### config.mk
export PLATFORM = sky130hd
export DESIGN_NAME = usb_ep_regbank
export DESIGN_NICKNAME = d
export VERILOG_FILES = /design/src/rtl/usb_ep_regbank_pkg.sv /design/src/rtl/usb_ep_wr_decode.sv /design/src/rtl/usb_ep_in_state.sv /design/src/rtl/usb_ep_rd_mux.sv /design/src/rtl/usb_ep_regbank.sv
export SDC_FILE = /design/constraint.sdc
export NUM_CORES = 1
export LEC_CHECK = 0
export CORE_MARGIN = 8
export CORE_UTILIZATION = 55
export CTS_BUF_LIST = sky130_fd_sc_hd__clkbuf_8 sky130_fd_sc_hd__clkbuf_16
export DETAILED_ROUTE_END_ITERATION = 6
export PLACE_DENSITY = 0.75
export RECOVER_POWER = 50
export SYNTH_ARGS = -nofsm -noshare
export SYNTH_HDL_FRONTEND = slang
export SYNTH_SLANG_ARGS = --single-unit
### constraint.sdc
create_clock -name clk -period 2.69 [get_ports clk]
set_input_delay 0.807 -clock clk [delete_from_list [all_inputs] [get_ports clk]]
set_output_delay 0.807 -clock clk [all_outputs]
set_load 0.01 [all_outputs]
### src/rtl/usb_ep_regbank_pkg.sv
package usb_ep_regbank_pkg;

    localparam int NUM_EP  = 3;
    localparam int IDX_W   = 2;
    localparam int DATA_W  = 8;
    localparam int ADDR_W  = 3;
    localparam int MAXP_W  = 11;
    localparam int MAXP_HI_W = MAXP_W - DATA_W;

    typedef enum logic [ADDR_W-1:0] {
        A_INDEX   = 3'd0,
        A_MAXP_LO = 3'd1,
        A_MAXP_HI = 3'd2,
        A_CTRL_HI = 3'd3,
        A_CTRL_LO = 3'd4,
        A_FIFO    = 3'd5,
        A_CNT_HI  = 3'd6,
        A_SPARE   = 3'd7
    } reg_addr_e;

    // control-low bit positions
    localparam int B_READY   = 0;
    localparam int B_FLUSH   = 1;
    localparam int B_OVERRUN = 2;
    // control-high bit position
    localparam int B_AUTOSET = 7;

    typedef struct packed {
        logic maxp_lo;
        logic maxp_hi;
        logic ctrl_hi;
        logic ctrl_lo;
        logic data;
    } ep_wr_t;

    typedef struct packed {
        logic [MAXP_W-1:0] maxp;
        logic              autoset;
        logic              ready;
        logic              overrun;
        logic [MAXP_W-1:0] count;
    } ep_view_t;

    function automatic logic [DATA_W-1:0] pack_ctrl_lo(input ep_view_t v);
        logic [DATA_W-1:0] r;
        r            = '0;
        r[B_READY]   = v.ready;
        r[B_OVERRUN] = v.overrun;
        return r;
    endfunction

    function automatic logic [DATA_W-1:0] hi_bits(input logic [MAXP_W-1:0] v);
        logic [DATA_W-1:0] r;
        r = '0;
        r[MAXP_HI_W-1:0] = v[MAXP_W-1:DATA_W];
        return r;
    endfunction

endpackage

### src/rtl/usb_ep_wr_decode.sv
module usb_ep_wr_decode
    import usb_ep_regbank_pkg::*;
#(
    parameter int N_EP = NUM_EP
) (
    input  logic [ADDR_W-1:0] addr,
    input  logic              wr,
    input  logic [IDX_W-1:0]  idx,
    output logic              idx_we,
    output ep_wr_t [N_EP-1:0] ep_we
);
    ep_wr_t sel;

    always_comb begin
        sel         = '0;
        idx_we      = 1'b0;
        if (wr) begin
            unique case (reg_addr_e'(addr))
                A_INDEX:   idx_we      = 1'b1;
                A_MAXP_LO: sel.maxp_lo = 1'b1;
                A_MAXP_HI: sel.maxp_hi = 1'b1;
                A_CTRL_HI: sel.ctrl_hi = 1'b1;
                A_CTRL_LO: sel.ctrl_lo = 1'b1;
                A_FIFO:    sel.data    = 1'b1;
                default:   sel         = '0;
            endcase
        end
    end

    for (genvar e = 0; e < N_EP; e++) begin : g_route
        assign ep_we[e] = (int'(idx) == e) ? sel : '0;
    end
endmodule

### src/rtl/usb_ep_in_state.sv
module usb_ep_in_state
    import usb_ep_regbank_pkg::*;
#(
    parameter bit HAS_MAXP = 1'b1
) (
    input  logic              clk,
    input  logic              rst,
    input  ep_wr_t            we,
    input  logic [DATA_W-1:0] wdata,
    input  logic              tx_done,
    output ep_view_t          view
);
    logic [MAXP_W-1:0] maxp_q;
    logic              autoset_q;
    logic              ready_q;
    logic              overrun_q;
    logic [MAXP_W-1:0] count_q;
    logic [MAXP_W-1:0] count_inc;
    logic              flush_cmd;
    logic              set_cmd;
    logic              hit_max;

    assign count_inc = count_q + MAXP_W'(1);
    assign flush_cmd = we.ctrl_lo && wdata[B_FLUSH];
    assign set_cmd   = we.ctrl_lo && wdata[B_READY];
    assign hit_max   = autoset_q && (maxp_q != '0) && (count_inc == maxp_q);

    if (HAS_MAXP) begin : g_cfg
        always_ff @(posedge clk) begin
            if (rst) begin
                maxp_q    <= '0;
                autoset_q <= 1'b0;
            end else begin
                if (we.maxp_lo) maxp_q[DATA_W-1:0] <= wdata;
                if (we.maxp_hi) maxp_q[MAXP_W-1:DATA_W] <= wdata[MAXP_HI_W-1:0];
                if (we.ctrl_hi) autoset_q <= wdata[B_AUTOSET];
            end
        end
    end else begin : g_nocfg
        assign maxp_q    = '0;
        assign autoset_q = 1'b0;
    end

    always_ff @(posedge clk) begin
        if (rst) begin
            ready_q   <= 1'b0;
            overrun_q <= 1'b0;
            count_q   <= '0;
        end else if (flush_cmd) begin
            ready_q   <= 1'b0;
            overrun_q <= 1'b0;
            count_q   <= '0;
        end else if (tx_done) begin
            ready_q <= 1'b0;
            count_q <= '0;
            if (we.data && ready_q) overrun_q <= 1'b1;
        end else begin
            if (we.data) begin
                if (ready_q) begin
                    overrun_q <= 1'b1;
                end else begin
                    count_q <= count_inc;
                    if (hit_max) ready_q <= 1'b1;
                end
            end
            if (set_cmd) ready_q <= 1'b1;
        end
    end

    assign view.maxp    = maxp_q;
    assign view.autoset = autoset_q;
    assign view.ready   = ready_q;
    assign view.overrun = overrun_q;
    assign view.count   = count_q;
endmodule

### src/rtl/usb_ep_rd_mux.sv
module usb_ep_rd_mux
    import usb_ep_regbank_pkg::*;
#(
    parameter int N_EP = NUM_EP
) (
    input  logic [ADDR_W-1:0]   addr,
    input  logic [IDX_W-1:0]    idx,
    input  ep_view_t [N_EP-1:0] views,
    output logic [DATA_W-1:0]   rdata
);
    ep_view_t cur;
    logic     valid;

    always_comb begin
        cur   = '0;
        valid = 1'b0;
        for (int e = 0; e < N_EP; e++) begin
            if (int'(idx) == e) begin
                cur   = views[e];
                valid = 1'b1;
            end
        end
    end

    always_comb begin
        rdata = '0;
        unique case (reg_addr_e'(addr))
            A_INDEX:   rdata = DATA_W'(idx);
            A_MAXP_LO: rdata = cur.maxp[DATA_W-1:0];
            A_MAXP_HI: rdata = hi_bits(cur.maxp);
            A_CTRL_HI: rdata = {cur.autoset, {(DATA_W-1){1'b0}}};
            A_CTRL_LO: rdata = pack_ctrl_lo(cur);
            A_FIFO:    rdata = cur.count[DATA_W-1:0];
            A_CNT_HI:  rdata = hi_bits(cur.count);
            default:   rdata = '0;
        endcase
        if (!valid && addr != A_INDEX) rdata = '0;
    end
endmodule

### src/rtl/usb_ep_regbank.sv
module usb_ep_regbank
    import usb_ep_regbank_pkg::*;
(
    input  logic              clk,
    input  logic              rst,
    input  logic [2:0]        bus_addr,
    input  logic              bus_wr,
    input  logic [7:0]        bus_wdata,
    output logic [7:0]        bus_rdata,
    input  logic [2:0]        tx_done,
    output logic [2:0]        pkt_ready
);
    logic [IDX_W-1:0]      idx_q;
    logic                  idx_we;
    ep_wr_t   [NUM_EP-1:0] ep_we;
    ep_view_t [NUM_EP-1:0] views;
    logic     [NUM_EP-1:0] ep_overrun;

    always_ff @(posedge clk) begin
        if (rst)         idx_q <= '0;
        else if (idx_we) idx_q <= bus_wdata[IDX_W-1:0];
    end

    usb_ep_wr_decode #(.N_EP(NUM_EP)) u_dec (
        .addr   (bus_addr),
        .wr     (bus_wr),
        .idx    (idx_q),
        .idx_we (idx_we),
        .ep_we  (ep_we)
    );

    for (genvar e = 0; e < NUM_EP; e++) begin : g_ep
        usb_ep_in_state #(.HAS_MAXP(e != 0)) u_ep (
            .clk     (clk),
            .rst     (rst),
            .we      (ep_we[e]),
            .wdata   (bus_wdata),
            .tx_done (tx_done[e]),
            .view    (views[e])
        );
        assign pkt_ready[e]  = views[e].ready;
        assign ep_overrun[e] = views[e].overrun;
    end

    usb_ep_rd_mux #(.N_EP(NUM_EP)) u_rd (
        .addr  (bus_addr),
        .idx   (idx_q),
        .views (views),
        .rdata (bus_rdata)
    );
endmodule

# After elaboration in Yosys (flattened, before gate mapping)
# Index checks and enable logic that the tools add are counted.
[word_totals] regBits=65 in_bits=17 output_inout_bits=11
[classes] n_mux=42 addsub=3 n_reduce_logical=41 bitwise_logic=3 eq_ne=13
[ops] op="$pmux 8 s7" n=1
[ops] op="$mux 25" n=2
[ops] op="$add 11x1->11 const B" n=3
[ops] op="$mux 1" n=33
[ops] op="$eq 11x11->1" n=2
[ops] op="$reduce_bool 11->1" n=2
[ops] op="$reduce_bool 2->1" n=9
[ops] op="$mux 5" n=3
[ops] op="$logic_and 1x1->1" n=14
[ops] op="$mux 13" n=1
[ops] op="$eq 3x3->1 const B" n=3
[ops] op="$reduce_and 3->1" n=3
[ops] op="$reduce_or 3->1" n=3
[ops] op="$mux 8" n=1
[ops] op="$eq 3x2->1 const B" n=2
[ops] op="$ne 2x1->1 const B" n=3
[ops] op="$reduce_and 2->1" n=3
[ops] op="$reduce_or 2->1" n=3
[ops] op="$eq 2x2->1 const B" n=2
[ops] op="$eq 3x1->1 const B" n=1
[ops] op="$logic_not 3->1" n=1
[ops] op="$not 1->1" n=3
[ops] op="$reduce_bool 3->1" n=1
[ops] op="$logic_not 2->1" n=1
[ops] op="2 further kinds" n=2

# Depth between registers and ports, before layout
# Gate-level depths: netlist of run 1.
[logic_depth] depth_word=7 mapped_depth=8 depth_no_buf=7

# Cells and area by module
# Synthesis of run 1 repeated with hierarchy kept, for this count alone.
[hier_totals] cells_unflattened=533 area_unflattened_um2=4404.2
[by_module_without_submodules] module="usb_ep_in_state at g_ep[1].u_ep ..." area_per_inst_um2=1347.5 n_inst=2 cells_each=154
[by_module_without_submodules] module="usb_ep_rd_mux" area_per_inst_um2=777.0 n_inst=1 cells_each=115
[by_module_without_submodules] module="usb_ep_in_state at g_ep[0].u_ep" area_per_inst_um2=706.9 n_inst=1 cells_each=79
[by_module_without_submodules] module="usb_ep_wr_decode" area_per_inst_um2=157.7 n_inst=1 cells_each=25
[by_module_without_submodules] module="usb_ep_regbank" area_per_inst_um2=67.6 n_inst=1 cells_each=6

# Worst setup path before layout of run 1
# Ideal clock, no wire load.
[synth_path] kind="input-to-output" from="in bus_addr[0]" to="out bus_rdata[1]" arrival_time_ps=1751 required_time_ps=1883 path_slack_ps=132 path_stages=5 n_path_buf=1 cell_sequence="clkbuf_1 -> nor2_1 -> nand2_1 -> o22ai_1 -> a221o_1"
[synth_between] elab_chain_len=3 elab_cells_between_ends=11 classes_between="eq/ne: 6; mux: 2; reduce/logical: 3"
[synth_rtl] element="start: declaration" line_no="usb_ep_regbank.sv:6" rtl="input logic [2:0] bus_addr,"
[synth_rtl] element="$eq 3x3->1, or another cell as far along" line_no="usb_ep_rd_mux.sv:27" rtl="unique case (reg_addr_e'(addr))"
[synth_rtl] element="$pmux 8 s7 or $logic_and 1x1->1 (tied branches)" line_no="usb_ep_rd_mux.sv:27, usb_ep_rd_mux.sv:37"
[synth_rtl] element="$mux 8 (*)" line_no="usb_ep_rd_mux.sv:37" rtl="if (!valid && addr != A_INDEX) rdata = '0;"
[synth_rtl] element="end: declaration" line_no="usb_ep_regbank.sv:9" rtl="output logic [7:0] bus_rdata,"
# Every way passes the cells marked *; elsewhere a longest branch is shown, timed or not.

# Worst setup path after layout of run 1
[layout_path] from="reg idx_q[0]" to="out bus_rdata[1]"
[layout_between] elab_chain_len=7 elab_cells_between_ends=13 classes_between="eq/ne: 2; mux: 8; reduce/logical: 3"
[layout_rtl] element="start: declaration" line_no="usb_ep_regbank.sv:13" rtl="logic [IDX_W-1:0] idx_q;"
[layout_rtl] element="start signal: assignment" line_no="usb_ep_regbank.sv:21" rtl="else if (idx_we) idx_q <= bus_wdata[IDX_W-1:0];"
[layout_rtl] element="parallel branches: the longest is 6 deep, another holds $mux 25"
[layout_rtl] element="$mux 8 (*)" line_no="usb_ep_rd_mux.sv:37"
# Every way passes the cells marked *.

==> tab_implementation.tex, run 1 <==
\begin{tabular}{lr}
\hline
Metric & Value \\
\hline
\multicolumn{2}{l}{\textbf{Synth}} \\
\quad Number of synthesis warnings & 0 \\
\quad Synth top area cells & sky130\_fd\_sc\_hd\_\_dfxtp\_1 33\%, sky130\_fd\_sc\_hd\_\_xnor2\_1 6.5\%, sky130\_fd\_sc\_hd\_\_nand2\_1 6.3\% \\
\quad Post-synth top area share & 33.1\% \\
\quad Register area share after synthesis & about a third \\
\quad Cell type contributing the most total cell area after synthesis & sky130\_fd\_sc\_hd\_\_dfxtp\_1 \\
\quad Number of flip-flops and latches in the synthesized netlist & 65 \\
\quad Most frequent cells after synthesis & 66 x sky130\_fd\_sc\_hd\_\_nand2\_1, 65 x sky130\_fd\_sc\_hd\_\_dfxtp\_1, 60 x sky130\_fd\_sc\_hd\_\_nor2\_1 \\
\quad Synth Instances & 510 \\
\quad Number of flops mapped to enable cells by yosys & 0 \\
\quad Top-count cell post-synth & sky130\_fd\_sc\_hd\_\_nand2\_1 \\
\quad Number of nets in the synthesized netlist & 530 \\
\quad Synth Area per Inst & 7.71 sq um \\
\quad Async SR Flop Fraction & 0\% \\
\quad Number of unique standard cell types used by synthesis & 49 \\
\quad Cell area after synthesis & 3930 sq um \\
\quad Commonest register cell after synthesis & sky130\_fd\_sc\_hd\_\_dfxtp\_1 \\
\multicolumn{2}{l}{\textbf{Timing}} \\
\quad Fin Hold WS & 0.530 ns \\
\quad Highest Clock Rate & 374 MHz \\
\quad Final period demand of the worst path & between 2 and 3 ns \\
\quad Post-route setup slack & 0.0197 ns \\
\quad Tcrit/Tclk final & roughly 99\% \\
\quad RSZ-0062 raised after global routing & yes \\
\quad Clock skew & 0.0133 ns \\
\quad Headroom to the max-slew limit & between 60\% and 70\% \\
\quad Count of endpoints failing setup in the final report & 0 \\
\quad Final Hold Viols & 0 \\
\quad Total count of max-transition violations in the final report & 0 \\
\quad Actual slew at the worst max-slew pin & 0.489 ns \\
\multicolumn{2}{l}{\textbf{Clock network}} \\
\quad Insertion delay of the later-clocked pin in the worst-skew pair & 0.36 ns \\
\quad Clock tree from TritonCTS & yes \\
\quad H-tree depth & 3 \\
\quad Number of buffers on the longest clock path & 2 \\
\quad CTS hold repair buffers & 0 \\
\quad Clock slew at reported path FFs & 0.08 ns \\
\quad Buffer cell driving the clock tree root & sky130\_fd\_sc\_hd\_\_clkbuf\_8 \\
\quad Count of clock tree sinks & 65 \\
\quad CTS buffer count & 9 \\
\multicolumn{2}{l}{\textbf{Pwr}} \\
\quad Maximum resistive drop on vdd & 0.000573 V \\
\quad Leakage Power & 1.75 nW \\
\quad P per Cell Area & 438 nW/um\^{}2 \\
\multicolumn{2}{l}{\textbf{Worst setup path}} \\
\quad Critical Path Source Type & flop \\
\quad Arrival time of the worst setup path & approximately 1.9 ns \\
\quad Critical path fanouts, max & 5 \\
\quad Slowest stage cell, crit path & sky130\_fd\_sc\_hd\_\_dfxtp\_4 \\
\quad CP top delay family & compound AO/OA/AOI/OAI gates \\
\quad Critical path, cell by cell & buf\_12 > mux2i\_4 > o22a\_1 > o21ai\_1 > a221o\_1 > buf\_2 \\
\quad Data required time at the worst endpoint & 1.88 ns \\
\quad Worst Reg2Reg Path Length in Cells & 8 \\
\quad Crit Path Category & flop to output pin \\
\quad Delay of the slowest cell on the worst path & 0.40 ns \\
\quad Critical path buffers and inverters & 2 \\
\quad Levels on crit path & 6 \\
\quad CP Capture Type & output pin \\
\quad FF-to-FF setup slack & 0.47 ns \\
\multicolumn{2}{l}{\textbf{Floorplan}} \\
\quad Number of top-level pins & 28 \\
\quad Rows & 31 \\
\quad Die outline area & 10100 sq um \\
\quad Effective utilization at floorplan & 55.4\% \\
\quad Core area & 7100 sq um \\
\quad Die height & 101 um \\
\quad Die outline width & 101 um \\
\multicolumn{2}{l}{\textbf{Cells and area}} \\
\quad Layout Cell Area excl Fill & approximately 5000 sq um \\
\quad Final net count & 596 \\
\quad Share of post-route cells with drive strength above 1 & around 20\% \\
\quad Final Util & 70.1\% \\
\quad Syn-to-layout area delta & 26.5\% \\
\quad Ant diodes & 0 \\
\multicolumn{2}{l}{\textbf{Global routing}} \\
\quad Pin count of the biggest net entering global routing & 28 \\
\quad Number of antenna violations at the first check in global routing & 0 \\
\quad Total gr overflow & 0 \\
\quad Via count of the first global-routing pass & 3795 \\
\quad First-pass GRT wire length & slightly below 20000 um \\
\quad Aggregate global-route resource usage & 24.5\% \\
\multicolumn{2}{l}{\textbf{Route}} \\
\quad Detailed Route Iter0 Violations & 364 \\
\quad Aggregate routed wire length & 12200 um \\
\quad DR vias & 4029 \\
\quad Remaining antenna violation count & 0 \\
\quad Number of search-and-repair iterations in the first detailed-routing pass & 5 \\
\quad Final routed DRC violation total & 0 \\
\quad Vias/cell & 5.93 \\
\quad Routed length per placed instance & approximately 18 um \\
\multicolumn{2}{l}{\textbf{Place}} \\
\quad DP HPWL & 8890 um \\
\quad Standard cell area after detailed placement & 4630 sq um \\
\quad Number of I/O port buffers & 27 \\
\quad Weighted congestion reported at the end of routability-driven placement & 0.920 \\
\quad Worst setup timing slack at the placement stage & -0.731 ns \\
\multicolumn{2}{l}{\textbf{Job}} \\
\quad Max-cap violation count & 0 \\
\multicolumn{2}{l}{\textbf{Hold path}} \\
\quad Worst Hold Path Cells & 2 \\
\quad Worst hold path type & flop to flop \\
\multicolumn{2}{l}{\textbf{Run status}} \\
\quad Run status & finished, final reports clean \\
\hline
\end{tabular}
cells in the final DEF, fill, tap and decap left out, types with 8 or more instances in the layout:
cell / count
sky130_fd_sc_hd__a21oi_1: 44
sky130_fd_sc_hd__a22oi_1: 8
sky130_fd_sc_hd__buf_2: 9
sky130_fd_sc_hd__buf_4: 51
sky130_fd_sc_hd__clkbuf_8: 9
sky130_fd_sc_hd__clkdlybuf4s50_1: 12
sky130_fd_sc_hd__dfxtp_1: 63
sky130_fd_sc_hd__mux2i_1: 15
sky130_fd_sc_hd__nand2_1: 65
sky130_fd_sc_hd__nand3_1: 9
sky130_fd_sc_hd__nand4_1: 9
sky130_fd_sc_hd__nor2_1: 59
sky130_fd_sc_hd__nor4_1: 10
sky130_fd_sc_hd__o21ai_0: 36
sky130_fd_sc_hd__xnor2_1: 29
sky130_fd_sc_hd__xor2_1: 27
final timing paths:
path                                             start                                  end
hold reg to reg    g_ep[2].u_ep.overrun_q$_SDFFE_PP0P_  g_ep[2].u_ep.overrun_q$_SDFFE_PP0P_
setup reg to reg  g_ep[2].u_ep.count_q[0]$_SDFFE_PP0P_    g_ep[2].u_ep.ready_q$_SDFFE_PP0P_
hold / removal     g_ep[2].u_ep.overrun_q$_SDFFE_PP0P_  g_ep[2].u_ep.overrun_q$_SDFFE_PP0P_
setup / recovery                 idx_q[0]$_SDFFE_PP0P_                         bus_rdata[1]
worst register-to-register path: stages, from the launching register on:
cell and delay, ns:
sky130_fd_sc_hd__dfxtp_1 0.36, sky130_fd_sc_hd__buf_4 0.17, sky130_fd_sc_hd__ha_1 0.26, sky130_fd_sc_hd__nand3_1 0.23
sky130_fd_sc_hd__nor3_1 0.38, sky130_fd_sc_hd__xnor2_1 0.12, sky130_fd_sc_hd__nor3_1 0.25, sky130_fd_sc_hd__o2111ai_1 0.23
sky130_fd_sc_hd__a21oi_1 0.18
registers in the layout, summed over array words and instances (netlist names):
name,flops
g_ep.u_ep.autoset_q,2
g_ep.u_ep.count_q,33
g_ep.u_ep.maxp_q,22
g_ep.u_ep.overrun_q,3
g_ep.u_ep.ready_q,3
idx_q,2
final cells by class:
type | count | area (sq um)
tap | 99 | 124
timing repair buffer | 95 | 764
clock buffer | 9 | 124
multi-input combinational | 402 | 2510
clock inverter | 7 | 125
fill | 606 | 2130
sequential | 65 | 1310
inverter | 3 | 11.3
timing repair:
item | in CTS | in global routing
gates cloned | 0 | 1
pin swaps | 2 | 7
buffers inserted | 3 | 1
gates resized for setup | 49 | 23
endpoints found under the setup margin | 8 | 7
per-stage QoR:
step / power (W) / instances / TNS [ns]
3_5_place_dp: 0.00113 / 659 / -9.01
4_1_cts: 0.00218 / 678 / -0.0810
6_report: 0.00218 / 680 / 0
3_3_place_gp: 0.00113 / 659 / -8.43
5_1_grt: 0.00224 / 680 / -0.0839
2_1_floorplan: 0.00105 / 510 / 0
layer usage:
layer	track usage, %	share of wire [%]
met2	38.4	46
met4	11.9	3.4
met1	31.8	44
met5	0	0
met3	4.07	6.8
where the power goes:
group	switching [W]	total, W	internal (W)
clock	0.000431	0.00106	0.000625
sequential	0.00000245	0.000964	0.000961
combinational	0.0000821	0.000157	0.0000748
total	0.000515	0.00218	0.00166
cell families (layout without fill, tap and decap cells):
family,count (synthesis),count (layout),share of synthesized area (%)
simple gates,204,204,25.8
fa+ha+maj,3,3,0.955
mux,18,18,4.58
xor+xnor,56,56,12.5
buf+inv,43,114,5.06
compound gates,121,121,18.0
flops,65,65,33.1
Power figures use the tool's default switching activity.
==> run 2, diff against run 1 <==
--- a/config.mk
+++ b/config.mk
@@ -5,6 +5,7 @@
 export SDC_FILE = /design/constraint.sdc
 export NUM_CORES = 1
 export LEC_CHECK = 0
+export CAP_MARGIN = 20
 export CORE_MARGIN = 8
 export CORE_UTILIZATION = 55
 export CTS_BUF_LIST = sky130_fd_sc_hd__clkbuf_8 sky130_fd_sc_hd__clkbuf_16
==> results of run 2 <==
Final layout, timing and power as in run 1 (identical DEF).
